`src/rtl/sram_pkg.sv`:
```
package sram_pkg;
    localparam int LANES  = 4;
    localparam int LANE_W = 9;

    typedef enum logic [1:0] {
        ST_IDLE,
        ST_READ,
        ST_WRITE
    } bus_state_e;

    typedef enum logic [2:0] {
        CY_HOLD_IDLE,
        CY_DESEL,
        CY_BEGIN_RD,
        CY_BEGIN_WR,
        CY_CONT_RD,
        CY_SUSP_RD,
        CY_CONT_WR,
        CY_SUSP_WR
    } cycle_e;
endpackage

```
`src/rtl/sram_cycle_fsm.sv`:
```
module sram_cycle_fsm
    import sram_pkg::*;
(
    input  logic       clk,
    input  logic       rst_n,
    input  logic       proc_strobe_n,
    input  logic       ctrl_strobe_n,
    input  logic       advance_n,
    input  logic       sel_a_n,
    input  logic       sel_b,
    input  logic       sel_c_n,
    input  logic       wr_req,
    output cycle_e     cyc,
    output bus_state_e state,
    output logic       load_addr,
    output logic       step_burst,
    output logic       rd_now,
    output logic       wr_now
);
    logic       proc_take;
    logic       ctrl_take;
    logic       chip_on;
    bus_state_e state_nx;

    // Classify the current edge.
    always_comb begin
        proc_take = !proc_strobe_n && !sel_a_n;
        ctrl_take = !ctrl_strobe_n && !proc_take;
        chip_on   = !sel_a_n && sel_b && !sel_c_n;
        if (proc_take || ctrl_take) begin
            if (!chip_on)
                cyc = CY_DESEL;
            else if (proc_take || !wr_req)
                cyc = CY_BEGIN_RD;
            else
                cyc = CY_BEGIN_WR;
        end else if (state == ST_IDLE) begin
            cyc = CY_HOLD_IDLE;
        end else if (wr_req) begin
            cyc = advance_n ? CY_SUSP_WR : CY_CONT_WR;
        end else begin
            cyc = advance_n ? CY_SUSP_RD : CY_CONT_RD;
        end
    end

    // Per-cycle outputs and next state.
    always_comb begin
        load_addr  = 1'b0;
        step_burst = 1'b0;
        rd_now     = 1'b0;
        wr_now     = 1'b0;
        state_nx   = state;
        unique case (cyc)
            CY_HOLD_IDLE: state_nx = ST_IDLE;
            CY_DESEL:     state_nx = ST_IDLE;
            CY_BEGIN_RD: begin
                load_addr = 1'b1; rd_now = 1'b1; state_nx = ST_READ;
            end
            CY_BEGIN_WR: begin
                load_addr = 1'b1; wr_now = 1'b1; state_nx = ST_WRITE;
            end
            CY_CONT_RD: begin
                step_burst = 1'b1; rd_now = 1'b1; state_nx = ST_READ;
            end
            CY_SUSP_RD: begin
                rd_now = 1'b1; state_nx = ST_READ;
            end
            CY_CONT_WR: begin
                step_burst = 1'b1; wr_now = 1'b1; state_nx = ST_WRITE;
            end
            CY_SUSP_WR: begin
                wr_now = 1'b1; state_nx = ST_WRITE;
            end
            default: state_nx = ST_IDLE;
        endcase
    end

    always_ff @(posedge clk) begin
        if (!rst_n) state <= ST_IDLE;
        else        state <= state_nx;
    end


    proc_begins_read_chk: assert property (@(posedge clk) disable iff (!rst_n)
        (!proc_strobe_n && !sel_a_n && sel_b && !sel_c_n) |=> (state == ST_READ));


    ctrl_write_chk: assert property (@(posedge clk) disable iff (!rst_n)
        (proc_strobe_n && !ctrl_strobe_n && !sel_a_n && sel_b && !sel_c_n && wr_req)
        |=> (state == ST_WRITE));


    deselect_chk: assert property (@(posedge clk) disable iff (!rst_n)
        (((!proc_strobe_n && !sel_a_n) || !ctrl_strobe_n) && !(!sel_a_n && sel_b && !sel_c_n))
        |=> (state == ST_IDLE));
endmodule

```
`src/rtl/sram_burst_ctr.sv`:
```
module sram_burst_ctr #(
    parameter int AW = 6
) (
    input  logic          clk,
    input  logic          rst_n,
    input  logic          linear,
    input  logic          load,
    input  logic          step,
    input  logic [AW-1:0] addr_in,
    output logic [AW-1:0] eff_addr
);
    logic [AW-1:0] base;
    logic [1:0]    cnt;
    logic [1:0]    cnt_use;
    logic [1:0]    low;

    always_comb begin
        cnt_use  = step ? 2'(cnt + 2'd1) : cnt;
        low      = linear ? 2'(base[1:0] + cnt_use) : (base[1:0] ^ cnt_use);
        eff_addr = load ? addr_in : {base[AW-1:2], low};
    end

    always_ff @(posedge clk) begin
        if (!rst_n) begin
            base <= '0;
            cnt  <= '0;
        end else if (load) begin
            base <= addr_in;
            cnt  <= '0;
        end else begin
            cnt  <= cnt_use;
        end
    end


    suspend_same_addr_chk: assert property (@(posedge clk) disable iff (!rst_n)
        (!load && !step && $stable(linear)) |-> (eff_addr == $past(eff_addr)));
endmodule

```
`src/rtl/sram_lane_array.sv`:
```
module sram_lane_array #(
    parameter int AW     = 6,
    parameter int LANES  = 4,
    parameter int LANE_W = 9
) (
    input  logic                    clk,
    input  logic [LANES-1:0]        wr_mask,
    input  logic [AW-1:0]           wr_addr,
    input  logic [LANES*LANE_W-1:0] wr_word,
    input  logic [AW-1:0]           rd_addr,
    output logic [LANES*LANE_W-1:0] rd_word
);
    localparam int DEPTH = 1 << AW;

    for (genvar l = 0; l < LANES; l++) begin : g_lane
        logic [LANE_W-1:0] mem [DEPTH];
        always_ff @(posedge clk) begin
            if (wr_mask[l]) mem[wr_addr] <= wr_word[l*LANE_W +: LANE_W];
        end
        assign rd_word[l*LANE_W +: LANE_W] = mem[rd_addr];
    end
endmodule

```
`src/rtl/pbsram_ctrl.sv`:
```
module pbsram_ctrl
    import sram_pkg::*;
#(
    parameter int AW = 6
) (
    input  logic                    clk,
    input  logic                    rst_n,
    input  logic [AW-1:0]           addr,
    input  logic                    proc_strobe_n,
    input  logic                    ctrl_strobe_n,
    input  logic                    advance_n,
    input  logic                    sel_a_n,
    input  logic                    sel_b,
    input  logic                    sel_c_n,
    input  logic                    all_wr_n,
    input  logic                    lane_wr_en_n,
    input  logic [LANES-1:0]        lane_sel_n,
    input  logic                    burst_linear,
    input  logic                    out_en_n,
    input  logic [LANES*LANE_W-1:0] wdata,
    output logic [LANES*LANE_W-1:0] rdata,
    output logic                    rdata_drive
);
    localparam int DW = LANES * LANE_W;

    cycle_e          cyc;
    bus_state_e      state;
    logic            load_addr, step_burst, rd_now, wr_now;
    logic            wr_req;
    logic [LANES-1:0] wr_mask;
    logic [AW-1:0]   eff_addr;
    logic [AW-1:0]   rd_addr_q;
    logic [DW-1:0]   rd_word;
    logic            rd_pend;
    logic            out_valid;

    always_comb begin
        wr_req  = !all_wr_n || (!lane_wr_en_n && !(&lane_sel_n));
        if (!wr_now)        wr_mask = '0;
        else if (!all_wr_n) wr_mask = '1;
        else                wr_mask = ~lane_sel_n & {LANES{!lane_wr_en_n}};
    end

    sram_cycle_fsm u_fsm (
        .clk(clk), .rst_n(rst_n),
        .proc_strobe_n(proc_strobe_n), .ctrl_strobe_n(ctrl_strobe_n),
        .advance_n(advance_n), .sel_a_n(sel_a_n), .sel_b(sel_b), .sel_c_n(sel_c_n),
        .wr_req(wr_req), .cyc(cyc), .state(state),
        .load_addr(load_addr), .step_burst(step_burst),
        .rd_now(rd_now), .wr_now(wr_now)
    );

    sram_burst_ctr #(.AW(AW)) u_ctr (
        .clk(clk), .rst_n(rst_n), .linear(burst_linear),
        .load(load_addr), .step(step_burst),
        .addr_in(addr), .eff_addr(eff_addr)
    );

    sram_lane_array #(.AW(AW), .LANES(LANES), .LANE_W(LANE_W)) u_mem (
        .clk(clk), .wr_mask(wr_mask), .wr_addr(eff_addr), .wr_word(wdata),
        .rd_addr(rd_addr_q), .rd_word(rd_word)
    );

    // Two-stage read: address stage, then output register.
    always_ff @(posedge clk) begin
        if (!rst_n) begin
            rd_pend   <= 1'b0;
            rd_addr_q <= '0;
            out_valid <= 1'b0;
            rdata     <= '0;
        end else begin
            rd_pend   <= rd_now;
            rd_addr_q <= eff_addr;
            out_valid <= rd_pend;
            if (rd_pend) rdata <= rd_word;
        end
    end

    assign rdata_drive = out_valid && (state == ST_READ) && !out_en_n;


    write_blanks_bus_chk: assert property (@(posedge clk) disable iff (!rst_n)
        wr_now |=> !rdata_drive);


    first_read_hiz_chk: assert property (@(posedge clk) disable iff (!rst_n)
        (rd_now && state != ST_READ) |=> !rdata_drive);


    desel_hiz_chk: assert property (@(posedge clk) disable iff (!rst_n)
        (cyc == CY_DESEL) |=> !rdata_drive);
endmodule

```
`config.mk`:
```
export PLATFORM = sky130hd
export DESIGN_NAME = pbsram_ctrl
export DESIGN_NICKNAME = d
export VERILOG_FILES = /design/src/rtl/sram_pkg.sv /design/src/rtl/sram_cycle_fsm.sv /design/src/rtl/sram_burst_ctr.sv /design/src/rtl/sram_lane_array.sv /design/src/rtl/pbsram_ctrl.sv
export SDC_FILE = /design/constraint.sdc
export NUM_CORES = 2
export LEC_CHECK = 0
export BUFFER_PORTS_ARGS = -buffer_cell sky130_fd_sc_hd__buf_2
export CAP_MARGIN = 5
export CORE_MARGIN = 2
export CORE_UTILIZATION = 60
export DETAILED_ROUTE_END_ITERATION = 10
export GPL_ROUTABILITY_DRIVEN = 0
export PLACE_DENSITY = 0.76
export RECOVER_POWER = 50
export SYNTH_ARGS = -nofsm -noshare
export SYNTH_HDL_FRONTEND = slang
export SYNTH_SLANG_ARGS = --single-unit
```
`constraint.sdc`:
```
create_clock -name clk -period 4.1 [get_ports clk]
set_input_delay 0.82 -clock clk [delete_from_list [all_inputs] [get_ports clk]]
set_output_delay 0.82 -clock clk [all_outputs]
set_load 0.03 [all_outputs]
```
==> out/qor.yml <==
grt_overflow_total: 0
clk_pin_slew_worst_paths_ps: 60
routed_wl_um: 239000
drc: 0
cts_max_level: 4
number_of_flops_mapped_to_enable_cells_by_yosys: 2304
vias: 48700
detailedPlace.worstSlack_ps: -84.9
synthFlopType: "sky130_fd_sc_hd__edfxtp_1"
power.density_cell_area_nw_per_um2: 468
cells_after_synth: 4347
layout.nets: 4914
post-route-min-period_ps: 3780
synth_seq_area_share_pct: 76.8
drt.antenna.violating_nets: 0
rsz0062_at_grt: "false"
critical_register_to_register_path_endpoint: "u_mem.g_lane[0].mem[8][2]"
cts_tree: "done"
root_buffer: "sky130_fd_sc_hd__clkbuf_16"
die_y_um: 394
worst_ep_arrival_time_ps: 4380
grt_pass1_vias: 48200
timing.reg2reg.setup_slack_ps: 450
hold_path.startpoint: "addr[1]"
ctsHoldBuffers: 0
initial_antenna_violation_count: 11
inst_count_dp: 6647
detail_route.iter0.violations: 7591
worstRegToRegCells: 10
holdPathEnd: "u_ctr.base[1]"
yosys-top-cells-area: "sky130_fd_sc_hd__edfxtp_1 (76%), sky130_fd_sc_hd__mux4_2 (13%), sky130_fd_sc_hd__mux2i_1 (2.1%)"
io_pins: 95
fraction_of_synthesis_flops_using_an_asynchronous_set_or_reset_pin_pct: 0
clock_sinks: 2358
clk_path_buf_depth: 3
synth_cell_type_count: 62
post_synth_design_cell_area_um2: 91500
report.final.setup_viol: 0
insertion_delay_ps: 860
final.setup_skew_ps: 30.0
busiest_layer: "met2"
fmax_mhz: 264
post_dp_cell_area_um2: 97000
vias_per_cell: 6.88
p_leak_uw: 0.0319
timing_worst_slew_pin_value_ps: 3310
post-synth-top-area-cell: "sky130_fd_sc_hd__edfxtp_1"
grt_first_pass_wirelength_um: 343000
min_period_over_period_pct: 92.3
run_status: "finished with violations"
place_hpwl_um: 148000
tritoncts_buffer_count: 220
chip_width_um: 394
drtPass1Iterations: 6
start_util_pct: 60.3
hold_viol: 0
layout.cells.most_common_list: "sky130_fd_sc_hd__edfxtp_1 (2304), sky130_fd_sc_hd__mux4_2 (531), sky130_fd_sc_hd__buf_4 (362)"
synth_top_area_share_pct: 75.6
vdd.ir_drop.worst_v: 0.000490
portBuffers: 94
grt_max_degree: 66
synth.avg_cell_area_um2: 21.0
max-cap-violations: 45
core_area_um2: 152000
grt_util_all_layers_pct: 30.9
met3_usage_in_global_routing_pct: 8.80
post_cts.repair.setup_buffers: 0
grtUsageMet2_pct: 46.9
kind_of_critical_path: "in2reg"
ratio_of_cells_with_drive_above_1_in_the_final_layout_pct: 27.7
worst-endpoint-required_ps: 4690
total_power_uw: 48800
synth.net_count: 4406
ys_warn_count: 0
worstHoldPathType: "in2reg"
timing.final.max_slew_violations: 1812
fp-row-count: 143
layout.cell_area.non_filler_um2: 104000
commonest_non_fill_non_tap_cell_in_the_layout: "sky130_fd_sc_hd__edfxtp_1"
whs_path_depth: 3
final_setup_margin_ps: 316
violations: "max-capacitance violations, max-slew violations"
post_synthesis_to_final_layout_area_growth_pct: 13.9
kind_of_launch_point_of_the_worst_setup_path: "primary input"
synth-seq-cells: 2358
crit_fanout: 51
wl_per_cell_um: 33.8
final_cells: 7077
globalRouteMet1Util_pct: 43.6
timing.critical_path.to_type: "flip-flop"
die_ar_um2: 156000
regToRegStartpoint: "u_fsm.state[1]"
cts.repair.resized: 0
maxSlewHeadroom_pct: -121
==> critical path, stage by stage <==
cell and delay [ps]:
sky130_fd_sc_hd__clkbuf_1 110, sky130_fd_sc_hd__or3b_1 480, sky130_fd_sc_hd__nor2_1 1410, sky130_fd_sc_hd__o21a_1 440
sky130_fd_sc_hd__buf_12 290, sky130_fd_sc_hd__buf_12 390, sky130_fd_sc_hd__nor3_1 150, sky130_fd_sc_hd__buf_4 220
==> power by group <==
group          leakage [uW]  switching (uW)  internal (uW)  total (uW)
Clock               0.00352            8720          11600       20300
Sequential           0.0211            50.2          26500       26500
Combinational       0.00727            1300            612        1910
Total                0.0319           10100          38700       48800
==> cells in the mapped netlist, types with 10 or more instances <==
library cell / number
sky130_fd_sc_hd__a221oi_1: 18
sky130_fd_sc_hd__mux2i_1: 194
sky130_fd_sc_hd__mux4_2: 531
sky130_fd_sc_hd__nand3_1: 25
sky130_fd_sc_hd__and2_1: 19
sky130_fd_sc_hd__o21ai_0: 29
sky130_fd_sc_hd__a22oi_1: 25
sky130_fd_sc_hd__a2111oi_0: 12
sky130_fd_sc_hd__mux2_2: 50
sky130_fd_sc_hd__nor3_1: 145
sky130_fd_sc_hd__o21a_1: 13
sky130_fd_sc_hd__buf_1: 29
sky130_fd_sc_hd__buf_6: 12
sky130_fd_sc_hd__nor2b_1: 10
sky130_fd_sc_hd__o211ai_1: 24
sky130_fd_sc_hd__nand2_1: 164
sky130_fd_sc_hd__nor2_1: 154
sky130_fd_sc_hd__dfxtp_1: 54
sky130_fd_sc_hd__buf_2: 74
sky130_fd_sc_hd__o22ai_1: 45
sky130_fd_sc_hd__buf_4: 54
sky130_fd_sc_hd__a221o_1: 24
sky130_fd_sc_hd__o221ai_1: 56
sky130_fd_sc_hd__a21oi_1: 73
sky130_fd_sc_hd__o31ai_1: 14
sky130_fd_sc_hd__edfxtp_1: 2304
sky130_fd_sc_hd__clkbuf_1: 96
==> cells by family after synthesis <==
logic type,count (synthesis),synth area share [%]
adder cells (fa/ha/maj),1,0.0137
AO/OA/AOI/OAI,385,3.04
multiplexers,775,15.8
buffers and inverters,272,1.54
XOR/XNOR,4,0.0534
flip-flops,2358,76.8
AND/OR/NAND/NOR,552,2.72
==> through the flow <==
stage | hold WS, ps | utilization, % | TNS, ps
2_1_floorplan | 448 | - | 0
3_3_place_gp | 457 | 64.0 | -326
3_5_place_dp | 464 | 64.0 | -4480
4_1_cts | 227 | 68.7 | 0
5_1_grt | 272 | 68.6 | 0
6_report | 268 | 68.6 | 0
==> flip-flops by register name, summed over array words and instances, names as in the netlist <==
register and flops:
rdata 36, rd_pend 1, rd_addr_q 6, u_ctr.cnt 2
u_mem.g_lane.mem 2304, u_fsm.state 2, out_valid 1, u_ctr.base 6
==> cell type report <==
cell class,count,area (um^2)
antenna,2,5.00
clock buffer,279,5990
clock inverter,133,1210
fill,9151,47600
inverter,7,31.3
multi-input combinational,1717,20000
sequential,2358,70300
tap,2030,2540
timing repair buffer,551,4050
==> per-layer routing <==
layer | share of wire [%] | wire length [um]
met5 | 0.040 | 95
met4 | 3.9 | 9400
met3 | 13 | 31100
met2 | 47 | 111000
met1 | 36 | 87000
==> how the worst max path moves through the flow <==
stage                         startpoint                         end  slack (ps)
after global placement           sel_a_n  u_mem.g_lane[2].mem[12][1]         -30
final                            sel_a_n  u_mem.g_lane[3].mem[53][5]         320
after floorplan                  sel_a_n  u_mem.g_lane[0].mem[36][0]         490
after global routing             sel_a_n  u_mem.g_lane[1].mem[37][4]         230
after detailed placement         sel_a_n  u_mem.g_lane[0].mem[24][5]         -80
after CTS                 u_fsm.state[1]  u_mem.g_lane[0].mem[16][2]         440
Power figures use the tool's default switching activity.
